===== config.mk =====
export PLATFORM = sky130hd
export DESIGN_NAME = mem_port_ctrl
export DESIGN_NICKNAME = d
export VERILOG_FILES = /design/src/rtl/mpc_pkg.sv /design/src/rtl/mpc_lat_pipe.sv /design/src/rtl/mpc_word_port.sv /design/src/rtl/mpc_byte_port.sv /design/src/rtl/mem_port_ctrl.sv
export SDC_FILE = /design/constraint.sdc
export NUM_CORES = 1
export LEC_CHECK = 0
export BUFFER_PORTS_ARGS = -buffer_cell sky130_fd_sc_hd__buf_4
export CAP_MARGIN = 20
export CORE_ASPECT_RATIO = 0.6
export CORE_MARGIN = 3
export CORE_UTILIZATION = 38
export CTS_CLUSTER_SIZE = 30
export DETAILED_ROUTE_END_ITERATION = 10
export GPL_TIMING_DRIVEN = 0
export PLACE_DENSITY = 0.76
export SLEW_MARGIN = 5
export SYNTH_ARGS = -nofsm -noshare
export SYNTH_HDL_FRONTEND = slang
export SYNTH_SLANG_ARGS = --single-unit
export TNS_END_PERCENT = 20

===== constraint.sdc =====
create_clock -name clk -period 1 [get_ports clk]
set_clock_uncertainty 0.1 [all_clocks]
set_input_delay 0.1 -clock clk [delete_from_list [all_inputs] [get_ports clk]]
set_output_delay 0.1 -clock clk [all_outputs]
set_load 0.005 [all_outputs]

===== src/rtl/mpc_pkg.sv =====
package mpc_pkg;

   // Which source wins when a data path load and a read return meet
   typedef enum logic {
      MERGE_LOAD_FIRST   = 1'b0,
      MERGE_RETURN_FIRST = 1'b1
   } merge_pol_e;

   // Number of address bits that select a byte inside a word
   function automatic int lane_bits(input int data_w, input int byte_w);
      return $clog2(data_w / byte_w);
   endfunction

endpackage


===== src/rtl/mpc_lat_pipe.sv =====
module mpc_lat_pipe #(
   parameter int LAT = 1
) (
   input  logic clk,
   input  logic rst_n,
   input  logic req_i,
   output logic done_o
);

   logic [LAT-1:0] stage_q;

   generate
      if (LAT < 1) begin : g_bad_lat
         $error("mpc_lat_pipe: LAT must be at least 1");
      end

      if (LAT == 1) begin : g_single
         always_ff @(posedge clk or negedge rst_n) begin
            if (!rst_n) begin
               stage_q <= '0;
            end else begin
               stage_q <= req_i;
            end
         end
      end else begin : g_chain
         always_ff @(posedge clk or negedge rst_n) begin
            if (!rst_n) begin
               stage_q <= '0;
            end else begin
               stage_q <= {stage_q[LAT-2:0], req_i};
            end
         end
      end
   endgenerate

   assign done_o = stage_q[LAT-1];

endmodule


===== src/rtl/mpc_word_port.sv =====
module mpc_word_port
   import mpc_pkg::*;
#(
   parameter int         ADDR_W  = 32,
   parameter int         DATA_W  = 32,
   parameter int         SHIFT   = 2,
   parameter int         MEM_LAT = 1,
   parameter merge_pol_e POLICY  = MERGE_LOAD_FIRST
) (
   input  logic              clk,
   input  logic              rst_n,
   input  logic              addr_ld,
   input  logic [ADDR_W-1:0] addr_in,
   input  logic              data_ld,
   input  logic [DATA_W-1:0] data_in,
   input  logic              rd_req,
   input  logic              wr_req,
   output logic [ADDR_W-1:0] addr_q,
   output logic [DATA_W-1:0] data_q,
   output logic              mem_rd,
   output logic              mem_wr,
   output logic [ADDR_W-1:0] mem_addr,
   output logic [DATA_W-1:0] mem_wdata,
   input  logic [DATA_W-1:0] mem_rdata
);

   logic              ret;
   logic              data_en;
   logic [DATA_W-1:0] data_nx;

   generate
      if (SHIFT >= ADDR_W) begin : g_bad_shift
         $error("mpc_word_port: SHIFT must be below ADDR_W");
      end
   endgenerate

   // Tracks each read until its word is back from memory
   mpc_lat_pipe #(.LAT(MEM_LAT + 1 - 1)) u_rd_pipe (
      .clk    (clk),
      .rst_n  (rst_n),
      .req_i  (rd_req),
      .done_o (ret)
   );

   always_ff @(posedge clk or negedge rst_n) begin
      if (!rst_n) begin
         addr_q <= '0;
      end else if (addr_ld) begin
         addr_q <= addr_in;
      end
   end

   generate
      if (POLICY == MERGE_LOAD_FIRST) begin : g_load_first
         always_comb begin
            data_en = data_ld | ret;
            data_nx = data_ld ? data_in : mem_rdata;
         end


         load_wins_chk: assert property (@(posedge clk) disable iff (!rst_n)
            data_ld |=> data_q == $past(data_in));
      end else begin : g_return_first
         always_comb begin
            data_en = data_ld | ret;
            data_nx = ret ? mem_rdata : data_in;
         end
      end
   endgenerate

   always_ff @(posedge clk or negedge rst_n) begin
      if (!rst_n) begin
         data_q <= '0;
      end else if (data_en) begin
         data_q <= data_nx;
      end
   end

   // Word address to byte address
   assign mem_addr  = addr_q << SHIFT;
   assign mem_rd    = rd_req;
   assign mem_wr    = wr_req;
   assign mem_wdata = data_q;


   data_hold_chk: assert property (@(posedge clk) disable iff (!rst_n)
      (!ret && !data_ld) |=> $stable(data_q));


   data_ret_chk: assert property (@(posedge clk) disable iff (!rst_n)
      (ret && !data_ld) |=> data_q == $past(mem_rdata));


   addr_load_chk: assert property (@(posedge clk) disable iff (!rst_n)
      addr_ld |=> addr_q == $past(addr_in));

endmodule


===== src/rtl/mpc_byte_port.sv =====
module mpc_byte_port #(
   parameter int PC_W    = 32,
   parameter int BYTE_W  = 8,
   parameter int MEM_LAT = 1
) (
   input  logic              clk,
   input  logic              rst_n,
   input  logic              pc_ld,
   input  logic [PC_W-1:0]   pc_in,
   input  logic              fetch_req,
   output logic [PC_W-1:0]   pc_q,
   output logic [BYTE_W-1:0] byte_q,
   output logic              mem_fetch,
   output logic [PC_W-1:0]   mem_faddr,
   input  logic [BYTE_W-1:0] mem_fbyte
);

   logic ret;

   mpc_lat_pipe #(.LAT(MEM_LAT)) u_fetch_pipe (
      .clk    (clk),
      .rst_n  (rst_n),
      .req_i  (fetch_req),
      .done_o (ret)
   );

   always_ff @(posedge clk or negedge rst_n) begin
      if (!rst_n) begin
         pc_q <= '0;
      end else if (pc_ld) begin
         pc_q <= pc_in;
      end
   end

   always_ff @(posedge clk or negedge rst_n) begin
      if (!rst_n) begin
         byte_q <= '0;
      end else if (ret) begin
         byte_q <= mem_fbyte;
      end
   end

   // The program counter is already a byte address
   assign mem_fetch = fetch_req;
   assign mem_faddr = pc_q;


   byte_hold_chk: assert property (@(posedge clk) disable iff (!rst_n)
      !ret |=> $stable(byte_q));


   byte_ret_chk: assert property (@(posedge clk) disable iff (!rst_n)
      ret |=> byte_q == $past(mem_fbyte));


   pc_load_chk: assert property (@(posedge clk) disable iff (!rst_n)
      pc_ld |=> pc_q == $past(pc_in));

endmodule


===== src/rtl/mem_port_ctrl.sv =====
module mem_port_ctrl
   import mpc_pkg::*;
#(
   parameter int         ADDR_W  = 32,
   parameter int         DATA_W  = 32,
   parameter int         BYTE_W  = 8,
   parameter int         PC_W    = 32,
   parameter int         MEM_LAT = 1,
   parameter merge_pol_e POLICY  = MERGE_LOAD_FIRST
) (
   input  logic              clk,
   input  logic              rst_n,
   input  logic              addr_ld,
   input  logic [ADDR_W-1:0] addr_in,
   input  logic              data_ld,
   input  logic [DATA_W-1:0] data_in,
   input  logic              pc_ld,
   input  logic [PC_W-1:0]   pc_in,
   input  logic              rd_req,
   input  logic              wr_req,
   input  logic              fetch_req,
   output logic [ADDR_W-1:0] addr_q,
   output logic [DATA_W-1:0] data_q,
   output logic [PC_W-1:0]   pc_q,
   output logic [BYTE_W-1:0] byte_q,
   output logic              mem_rd,
   output logic              mem_wr,
   output logic [ADDR_W-1:0] mem_addr,
   output logic [DATA_W-1:0] mem_wdata,
   input  logic [DATA_W-1:0] mem_rdata,
   output logic              mem_fetch,
   output logic [PC_W-1:0]   mem_faddr,
   input  logic [BYTE_W-1:0] mem_fbyte
);

   localparam int WORD_SHIFT = lane_bits(DATA_W, BYTE_W);

   generate
      if (DATA_W % BYTE_W != 0) begin : g_bad_width
         $error("mem_port_ctrl: DATA_W must be a multiple of BYTE_W");
      end
      if ((1 << WORD_SHIFT) * BYTE_W != DATA_W) begin : g_bad_lanes
         $error("mem_port_ctrl: bytes per word must be a power of two");
      end
   endgenerate

   mpc_word_port #(
      .ADDR_W  (ADDR_W),
      .DATA_W  (DATA_W),
      .SHIFT   (WORD_SHIFT),
      .MEM_LAT (MEM_LAT),
      .POLICY  (POLICY)
   ) u_word (
      .clk       (clk),
      .rst_n     (rst_n),
      .addr_ld   (addr_ld),
      .addr_in   (addr_in),
      .data_ld   (data_ld),
      .data_in   (data_in),
      .rd_req    (rd_req),
      .wr_req    (wr_req),
      .addr_q    (addr_q),
      .data_q    (data_q),
      .mem_rd    (mem_rd),
      .mem_wr    (mem_wr),
      .mem_addr  (mem_addr),
      .mem_wdata (mem_wdata),
      .mem_rdata (mem_rdata)
   );

   mpc_byte_port #(
      .PC_W    (PC_W),
      .BYTE_W  (BYTE_W),
      .MEM_LAT (MEM_LAT)
   ) u_byte (
      .clk       (clk),
      .rst_n     (rst_n),
      .pc_ld     (pc_ld),
      .pc_in     (pc_in),
      .fetch_req (fetch_req),
      .pc_q      (pc_q),
      .byte_q    (byte_q),
      .mem_fetch (mem_fetch),
      .mem_faddr (mem_faddr),
      .mem_fbyte (mem_fbyte)
   );


   wr_strobe_chk: assert property (@(posedge clk) disable iff (!rst_n)
      wr_req |-> (mem_wr && mem_wdata == data_q));

endmodule


== After elaboration in Yosys (flattened, before gate mapping) ==
Index checks and enable logic that the tools add are counted.

* Add/subtract/negate cells: 0
* $mul: 0
* Divide/modulo/power cells: 0
* $lt $le $gt $ge: 0
* Equal/unequal tests: 0
* Shift operators: 0
* Muxes and demuxes: 1
* Bitwise logic cells: 1
* Reductions and logical operators: 0

{| class="wikitable"
|+ Operators with widths
! kind !! number
|-
| $mux 32 || 1
|-
| $or 1x1->1 || 1
|}

* Register bits: 106
* Latch bits: 0
* Memory bits (writable): 0
* ROM bits: 0
* Bits of input ports: 144
* Logic and storage cells: 8
* Memories: 0

== Longest topological paths before layout ==
Gate-level depths: netlist of run 1.

* Depth after elaboration: 1
* Mapped depth: 4
* Gate-level depth less buffers: 2

== Cells and area by module ==
A second synthesis of run 1 with hierarchy kept.

* Cell total of the unflattened synthesis: 394
* Area total of the unflattened synthesis: 5295.1 um^2

{| class="wikitable"
|+ By module, submodules not included
! module !! instances !! cells each !! area an instance (um^2) !! sequential area each (um^2)
|-
| mpc_word_port || 1 || 274 || 3357.0 || 1601.5
|-
| mpc_byte_port || 1 || 118 || 1888.1 || 1001.0
|-
| mpc_lat_pipe || 2 || 1 || 25.0 || 25.0
|}

== Worst setup path after synthesis of run 1 ==
Ideal clock, no wire load.

* Kind: reg-to-reg
* From: register u_word.u_rd_pipe.stage_q, in the netlist u_word.u_rd_pipe.done_o
* To: register u_word.data_q[4]
* Setup time: 0.120 ns
* Arrival: 0.850 ns
* Path slack: -0.071 ns
* Stages on the path, launching flop included: 5
* Buffers on the path: 2
* Path through: dfrtp_1 -> buf_6 -> buf_8 -> mux2i_1 -> o21ai_2

* Word-level cells in the longest chain between the ends: 1

{| class="wikitable"
|+ Ends and longest elaborated chain
! item !! line !! source
|-
| from (decl) || mpc_lat_pipe.sv:10 || <nowiki>logic [LAT-1:0] stage_q;</nowiki>
|-
| from (signal assigned) || mpc_lat_pipe.sv:22 || <nowiki>stage_q <= req_i;</nowiki>
|-
| $or 1x1->1 || mpc_word_port.sv:56 || <nowiki>data_en = data_ld | ret;</nowiki>
|-
| to (signal assigned) || mpc_word_port.sv:75 || <nowiki>data_q <= data_nx;</nowiki>
|-
| to (decl) || mpc_word_port.sv:19 || <nowiki>output logic [DATA_W-1:0] data_q,</nowiki>
|}

No other way between the ends.
A chain may end at the register's enable or synchronous reset.

== Worst setup path in the final report of run 1 ==
* From: register u_word.u_rd_pipe.stage_q, in the netlist u_word.u_rd_pipe.done_o
* To: register u_word.data_q[6]

Same word-level chain as after synthesis.

==> qor.csv, run 1 <==
stage,metric,value,unit
status,status,finished with violations,
status,failed_checks,"hold timing, setup timing",
drt,routed_wl,21650,microns
yosys,netlist_area,0.005280,sq mm
global_route,gr-usage-met1,28.30,%
global_route,gr-usage-all-layers,25.86,%
cts,cts-buffers-inserted,9,
yosys,yosysSeqAreaShare,50.24,%
yosys,synth_cell_types,15,
die,start_util,39.96,%
final_layout,design_area,0.01087,sq mm
cts,clockRootBuffer,clkbuf_16,
die,die_x,158.2,microns
die,die_y,97.31,microns
yosys,ys_seq_elements,106,
die,die-area,0.01539,sq mm
sta,tightest_slew,0.5533,ns
yosys,synth_warnings,0,
global_route,gr-usage-met2,47.75,%
die,core-area,0.01321,sq mm
global_route,grt-busiest-layer,met2,
drt,vias,5123,
yosys,synth_most_common_cell,dfrtp_1,
critical_path,rr_worst_depth,4,
critical_path,path_class,flip-flop to flip-flop,
sta,rsz0062_at_grt,yes,
sta,timing.fmax,793.0,MHz
critical_path,arrival,1.37,ns
global_route,first_global_vias,5641,
critical_path,slowest_delay,0.38,ns
final_layout,areaGrowthSynthToFinish,105.9,%
critical_path,path_depth,4,
global_route,grt_start_max_net_pins,67,
placed_design,port_buffers,340,
yosys,synth_area_leaders,"dfrtp_1, mux2_4, buf_4",
critical_path,slowest_stage,dfrtp_1,
power_and_ir_drop,peakVddDrop,0.7897,mV
final_layout,drive_above_1_share,63.89,%
final_layout,fin_util,82.27,%
sta,slew_violations,0,
critical_path,startpoint,u_word.u_rd_pipe.done_o,
critical_path,rr_startpoint,u_word.u_rd_pipe.done_o,
critical_path,cp_max_fo,8,
drt,viasPerCell,4.679,
global_route,met3_usage,7.076,%
global_route,overflow,0,
yosys,yosysTopAreaCellShare,50.24,%
yosys,synth_cells,394,
power_and_ir_drop,power_leakage,5.525,nW
global_route,grt_pass1_wl,31230,microns
final_layout,antenna_cells,0,
sta,tns,-35.93,ns
cts,worstSkewPairLatency,0.33,ns
cts,clkSinkCount,106,
drt,drc,0,
final_layout,fillCellCount,629,
sta,hold_violations,42,
drt,wire_per_inst,19.77,microns
sta,period_needed,1.261,ns
placed_design,placed_area,0.008077,sq mm
yosys,synth_area_leader_cell,dfrtp_1,
sta,period_share,126.1,%
critical_path,crit_chain,buf_12 > clkbuf_16 > mux2i_1 > o21ai_1,
power_and_ir_drop,pwr_density_cell,1268,mW/mm^2
yosys,postSynth.asyncResetShare,100.0,%
die,rows,32,
placed_design,dp_hpwl,12700,microns
critical_path,startpoint_type,flip-flop,
cts,htreeDepth,3,
cts,cts_tree,built,
yosys,syn_avg_cell_area,13.40,sq um
sta,setup_slack,-0.2610,ns
critical_path,worstPathRequired,1.11,ns
placed_design,globalplace.congestion,0.8430,
critical_path,path_buf_inv,2,
sta,finalSetupViolCount,260,
critical_path,cp-end-kind,flip-flop,
hold_path,min_path_type,input pin to asynchronous set/reset pin,
critical_path,crit_family,flip-flops,
die,io_pins,347,
drt,ant_nets,0,
sta,whs,-0.3589,ns
drt,drt_iter0_drc,218,
yosys,synth_flop_cell,dfrtp_1,
final_layout,nets,1065,
cts,clk_pin_slew,0.07,ns
yosys,synth_edf_count,0,
power_and_ir_drop,power,13.78,mW
drt,drt_first_pass_iters,7,
job,max_cap_violations,0,
cts,clockBufferDepth,2,
sta,slew_headroom,63.11,%
yosys,synth_common_cells,"dfrtp_1, buf_4, mux2_4, mux2i_1, nand2_1",
global_route,antenna_found_initial,0,
==> layout make-up <==
type | instances | area [sq um] | share of cell area [%]
buffer | 119 | 1276 | 11.74
tap | 170 | 212.7 | 1.957
clock inverter | 4 | 76.32 | 0.7021
clock buffer | 11 | 242.7 | 2.233
multi-input combinational | 170 | 1695 | 15.60
sequential | 106 | 2659 | 24.46
timing repair buffer | 515 | 4708 | 43.31
==> routing by layer <==
metal	routed length [microns]	part of all wire (%)	up-vias
met5	0	0	-
met4	734	3.4	0
met3	1526	7.0	61
met2	11550	53	256
met1	7832	36	2536
li1	-	-	2270
==> worst reg2reg max path, cell delays in order (launching register included) <==
cell	delay (ns)
dfrtp_1	0.38
buf_12	0.17
clkbuf_16	0.16
mux2i_1	0.23
o21ai_1	0.10
==> report_power, final <==
group	total, mW	internal [mW]	switching [mW]
Combinational	4.77	3.31	1.46
Sequential	5.19	4.71	0.478
Clock	3.82	2.26	1.56
==> stage by stage <==
stage	worst slack (ns)	std cells
2_1_floorplan	-0.07093	395
3_3_place_gp	-0.4334	905
3_5_place_dp	-0.2004	906
4_1_cts	-0.2308	1074
5_1_grt	-0.2977	1095
6_report	-0.2610	1095
==> kinds of logic (layout without fill, tap and decap cells) <==
logic type	after synthesis	in the layout	synth area share (%)
other cells	1	2	0.07102
simple gates	32	32	2.275
flops	106	106	50.24
buf+inv	119	649	18.63
compound gates	32	32	3.104
mux	104	104	25.69
==> layout by cell type (no fill, tap or decap), types with 12 or more instances in the layout <==
master / netlist / layout
buf_4: 100 / 290
buf_6: 3 / 184
dlygate4sd3_1: 0 / 139
dfrtp_1: 106 / 101
mux2_4: 60 / 62
nand2_1: 32 / 32
o21ai_1: 29 / 29
mux2i_1: 32 / 28
clkbuf_16: 0 / 12
==> state kept, by name (all words and copies together) (netlist names) <==
| signal | flops |
|---|---|
| u_byte.u_fetch_pipe.done_o | 1 |
| u_word.addr_q | 32 |
| u_word.u_rd_pipe.done_o | 1 |
| u_byte.mem_faddr | 32 |
| u_byte.byte_q | 8 |
| u_word.data_q | 32 |
==> path summary, 6_finish.rpt <==
path / to / slack [ns]
max: u_word.data_q[6] / -0.26
min: u_word.addr_q[2] / -0.36
max reg2reg: u_word.data_q[6] / -0.26
min reg2reg: u_byte.byte_q[6] / 0.44
max in group asynchronous: u_word.data_q[22] / 0.40
min in group clk: u_word.addr_q[29] / -0.02
==> repair_timing <==
action | CTS | global route
hold buffers | 139 | 1
resized for setup | 156 | 50
pin swaps | 0 | 2
endpoints found under the hold margin | 146 | 43
setup endpoints to repair | 236 | 251
cloned | 0 | 3
setup buffers | 14 | 17
Power figures use the tool's default switching activity.
==> inputs of run 2 (changes only) <==
CORE_AREA = 3 3 132 134   (was not set)
CORE_ASPECT_RATIO = not set   (was 0.6)
CORE_MARGIN = not set   (was 3)
CORE_UTILIZATION = not set   (was 38)
DIE_AREA = 0 0 135 137   (was not set)
PLACE_DENSITY = 0.66   (was 0.76)
SYNTH_HIERARCHICAL = 1   (was not set)
==> run 2 against run 1 <==
Effect of this change:
- the flow still finishes with violations (hold timing, setup timing)
- die area increased by 20%
- utilization decreased by 16 points
- highest routed layer unchanged
- combinational power decreased by 3%
- critical endpoint is now mem_wdata[14]
- critical path type is now flip-flop to output port
==> qor.csv, run 2 <==
stage,metric,value,unit,change
status,status,finished with violations,,
status,failed_checks,"hold timing, setup timing",,
critical_path,slowest_delay,0.46,ns,+0.08 ns
drt,drt_iter0_drc,200,,-8.3%
sta,finalSetupViolCount,262,,+0.77%
drt,viasPerCell,4.385,,-6.3%
sta,setup_slack,-0.2500,ns,+0.01097 ns
power_and_ir_drop,peakVddDrop,0.8160,mV,+3.3%
yosys,syn_avg_cell_area,13.44,sq um,+0.28%
yosys,synth_edf_count,0,,unchanged
drt,wire_per_inst,17.83,microns,-9.8%
global_route,grt_start_max_net_pins,61,,-9.0%
yosys,synth_flop_cell,dfrtp_1,,
sta,period_share,125.0,%,-1.1 points
yosys,ys_seq_elements,106,,unchanged
critical_path,arrival,1.05,ns,-0.32 ns
placed_design,place_ws,-0.1582,ns,+0.04217 ns
die,die-area,0.01850,sq mm,+20%
yosys,synth_area_leaders,"dfrtp_1, mux2_4, buf_4",,
cts,clk_pin_slew,0.07,ns,about the same
die,die_y,137,microns,+41%
die,die_x,135,microns,-15%
global_route,antenna_found_initial,0,,unchanged
critical_path,crit_top_cell,buf_6,,
sta,slew_violations,0,,unchanged
critical_path,worstPathRequired,0.80,ns,-0.31 ns
yosys,synth_cells,394,,unchanged
critical_path,slowest_stage,dfrtp_1,,
final_layout,nets,1063,,-0.19%
drt,ant_nets,0,,unchanged
cts,worstSkewPairLatency,0.34,ns,about the same
final_layout,fillCellCount,1093,,+74%
critical_path,rr_worst_depth,4,,unchanged
final_layout,antenna_cells,0,,unchanged
critical_path,crit_chain,buf_6 > buf_6,,
final_layout,areaGrowthSynthToFinish,104.1,%,
final_layout,seqCellArea,0.002654,sq mm,-0.19%
critical_path,cp_max_fo,3,,-5
drt,routed_wl,20400,microns,-5.8%
yosys,postSynth.asyncResetShare,100.0,%,unchanged
yosys,yosysSeqAreaShare,50.09,%,-0.14 points
sta,hold_violations,46,,+9.5%
hold_path,min_path_type,input pin to asynchronous set/reset pin,,
yosys,synth_area_leader_cell,dfrtp_1,,
critical_path,startpoint_type,flip-flop,,
drt,drc,0,,unchanged
die,core-area,0.01641,sq mm,+24%
cts,clkSinkCount,106,,unchanged
sta,tightest_slew,0.6348,ns,+0.08147 ns
drt,drt_first_pass_iters,4,,-3
cts,clockRootBuffer,clkbuf_16,,
yosys,synth_cell_types,14,,-1
cts,clockBufferDepth,2,,unchanged
cts,cts_tree,built,,
yosys,netlist_area,0.005295,sq mm,+0.28%
placed_design,dp_hpwl,12840,microns,+1.1%
global_route,overflow,0,,unchanged
die,rows,47,,+47%
yosys,yosysTopAreaCellShare,50.09,%,-0.14 points
yosys,synth_common_cells,"dfrtp_1, buf_4, mux2_4, mux2i_1, nand2_1",,
critical_path,r2r-end,u_word/data_q[14],,
global_route,grt_pass1_wl,29550,microns,-5.4%
die,io_pins,347,,unchanged
job,max_cap_violations,0,,unchanged
critical_path,path_class,flip-flop to output port,,
yosys,synth_warnings,6,,+6
yosys,synth_most_common_cell,dfrtp_1,,
final_layout,layout.cells.non_filler,1144,,+4.5%
critical_path,reg2reg_slack,-0.22,ns,+0.04 ns
die,start_util,32.27,%,-7.7 points
placed_design,post-place-cells,956,,+5.5%
placed_design,globalplace.congestion,0.7667,,-9.1%
critical_path,cp-end-kind,output port,,
power_and_ir_drop,power_leakage,5.496,nW,-0.53%
sta,period_needed,1.250,ns,-0.01097 ns
cts,htreeDepth,3,,unchanged
sta,timing.fmax,800.0,MHz,+0.88%
final_layout,drive_above_1_share,62.88,%,-1.0 points
drt,vias,5016,,-2.1%
power_and_ir_drop,power,13.36,mW,-3.0%
final_layout,multiInputGateArea,0.001652,sq mm,-2.6%
cts,ctsHoldBuffers,141,,+1.4%
cts,cts-buffers-inserted,9,,unchanged
critical_path,rr_startpoint,u_word/u_rd_pipe/done_o,,
global_route,gr-usage-all-layers,20.50,%,-5.4 points
power_and_ir_drop,pwr_density_cell,1236,mW/mm^2,-2.5%
global_route,first_global_vias,5495,,-2.6%
sta,rsz0062_at_grt,yes,,
sta,slew_headroom,57.68,%,-5.4 points
final_layout,mostFrequentLayoutCells,"buf_4, buf_6, dlygate4sd3_1",,
placed_design,port_buffers,340,,unchanged
final_layout,final_common_cell,buf_4,,
final_layout,fin_util,65.88,%,-16 points
sta,whs,-0.3402,ns,+0.01871 ns
## run 2: cell count changes in the layout (fill, tap and decap cells not counted), moves of 2 or more
| cell | before | now |
|---|---|---|
| bufinv_16 | 2 | 0 |
| clkbuf_8 | 1 | 4 |
| clkbuf_16 | 12 | 10 |
| dfrtp_2 | 5 | 1 |
| mux2i_1 | 28 | 31 |
| mux2i_4 | 2 | 0 |
| dfrtp_1 | 101 | 105 |
| o21ai_2 | 3 | 1 |
| mux2_2 | 10 | 12 |
| o21ai_1 | 29 | 31 |
| mux2_4 | 62 | 60 |
## run 2: cell families after synthesis
logic type	share of synthesized area [%]
AND/OR/NAND/NOR	2.269
other	0.07082
multiplexers	25.61
buffers and inverters	18.86
AO/OA/AOI/OAI	3.096
flip-flops	50.09
## run 2: worst max-delay path by stage
stage,startpoint,cells after the start,to
final,u_word/data_q[14],2,mem_wdata[14]
after global routing,u_word/u_rd_pipe/done_o,4,u_word/data_q[14]
after CTS,u_word/data_q[14],2,mem_wdata[14]
after detailed placement,u_word/u_rd_pipe/done_o,4,u_word/data_q[8]
after global placement,rst_n,1,u_word/data_q[22]
after floorplan,u_word/u_rd_pipe/done_o,4,u_word/data_q[12]
## run 2: worst max-delay path: cells and delay by family (launching register included)
kind     cells  cell delay [ns]
buf+inv      2             0.25
flops        1             0.46
## run 2: area by class of cell
type / count / share of cell area (%)
Buffer: 119 / 11.76
Clock buffer: 13 / 2.593
Clock inverter: 3 / 0.1968
Multi-Input combinational cell: 170 / 15.28
Sequential cell: 106 / 24.55
Tap cell: 220 / 2.547
Timing Repair Buffer: 513 / 43.07
## run 2: repair_timing
action | 4_1_cts | 5_1_grt
resized for setup | 153 | 35
setup endpoints to repair | 236 | 253
pin swaps | 0 | 1
hold endpoints to repair | 152 | 46
setup buffers | 14 | 16
cloned | 0 | 1
## run 2: routing by layer
| metal | global-route usage [%] | wire length, microns |
|---|---|---|
| met5 | 0 | 0 |
| met1 | 22.66 | 7097 |
| met3 | 5.404 | 1868 |
| met2 | 38.10 | 10930 |
| met4 | 6.999 | 505 |
## run 2: where the power goes
part	total, mW	switching, mW	leakage (nW)	internal (mW)
combinational	4.65	1.39	4.10	3.27
sequential	5.15	0.449	1.25	4.70
clock	3.55	1.59	0.148	1.97
## run 2: per-stage QoR
| stage | hold slack, ns | area [sq um] | setup TNS, ns |
|---|---|---|---|
| after global routing | -0.3085 | 10810 | -44.27 |
| after floorplan | -0.2956 | 5299 | -1.653 |
| after global placement | 0.1219 | 8127 | -46.93 |
| final | -0.3402 | 10810 | -34.69 |
| after CTS | -0.3174 | 10540 | -37.32 |
| after detailed placement | 0.06455 | 8154 | -5.002 |
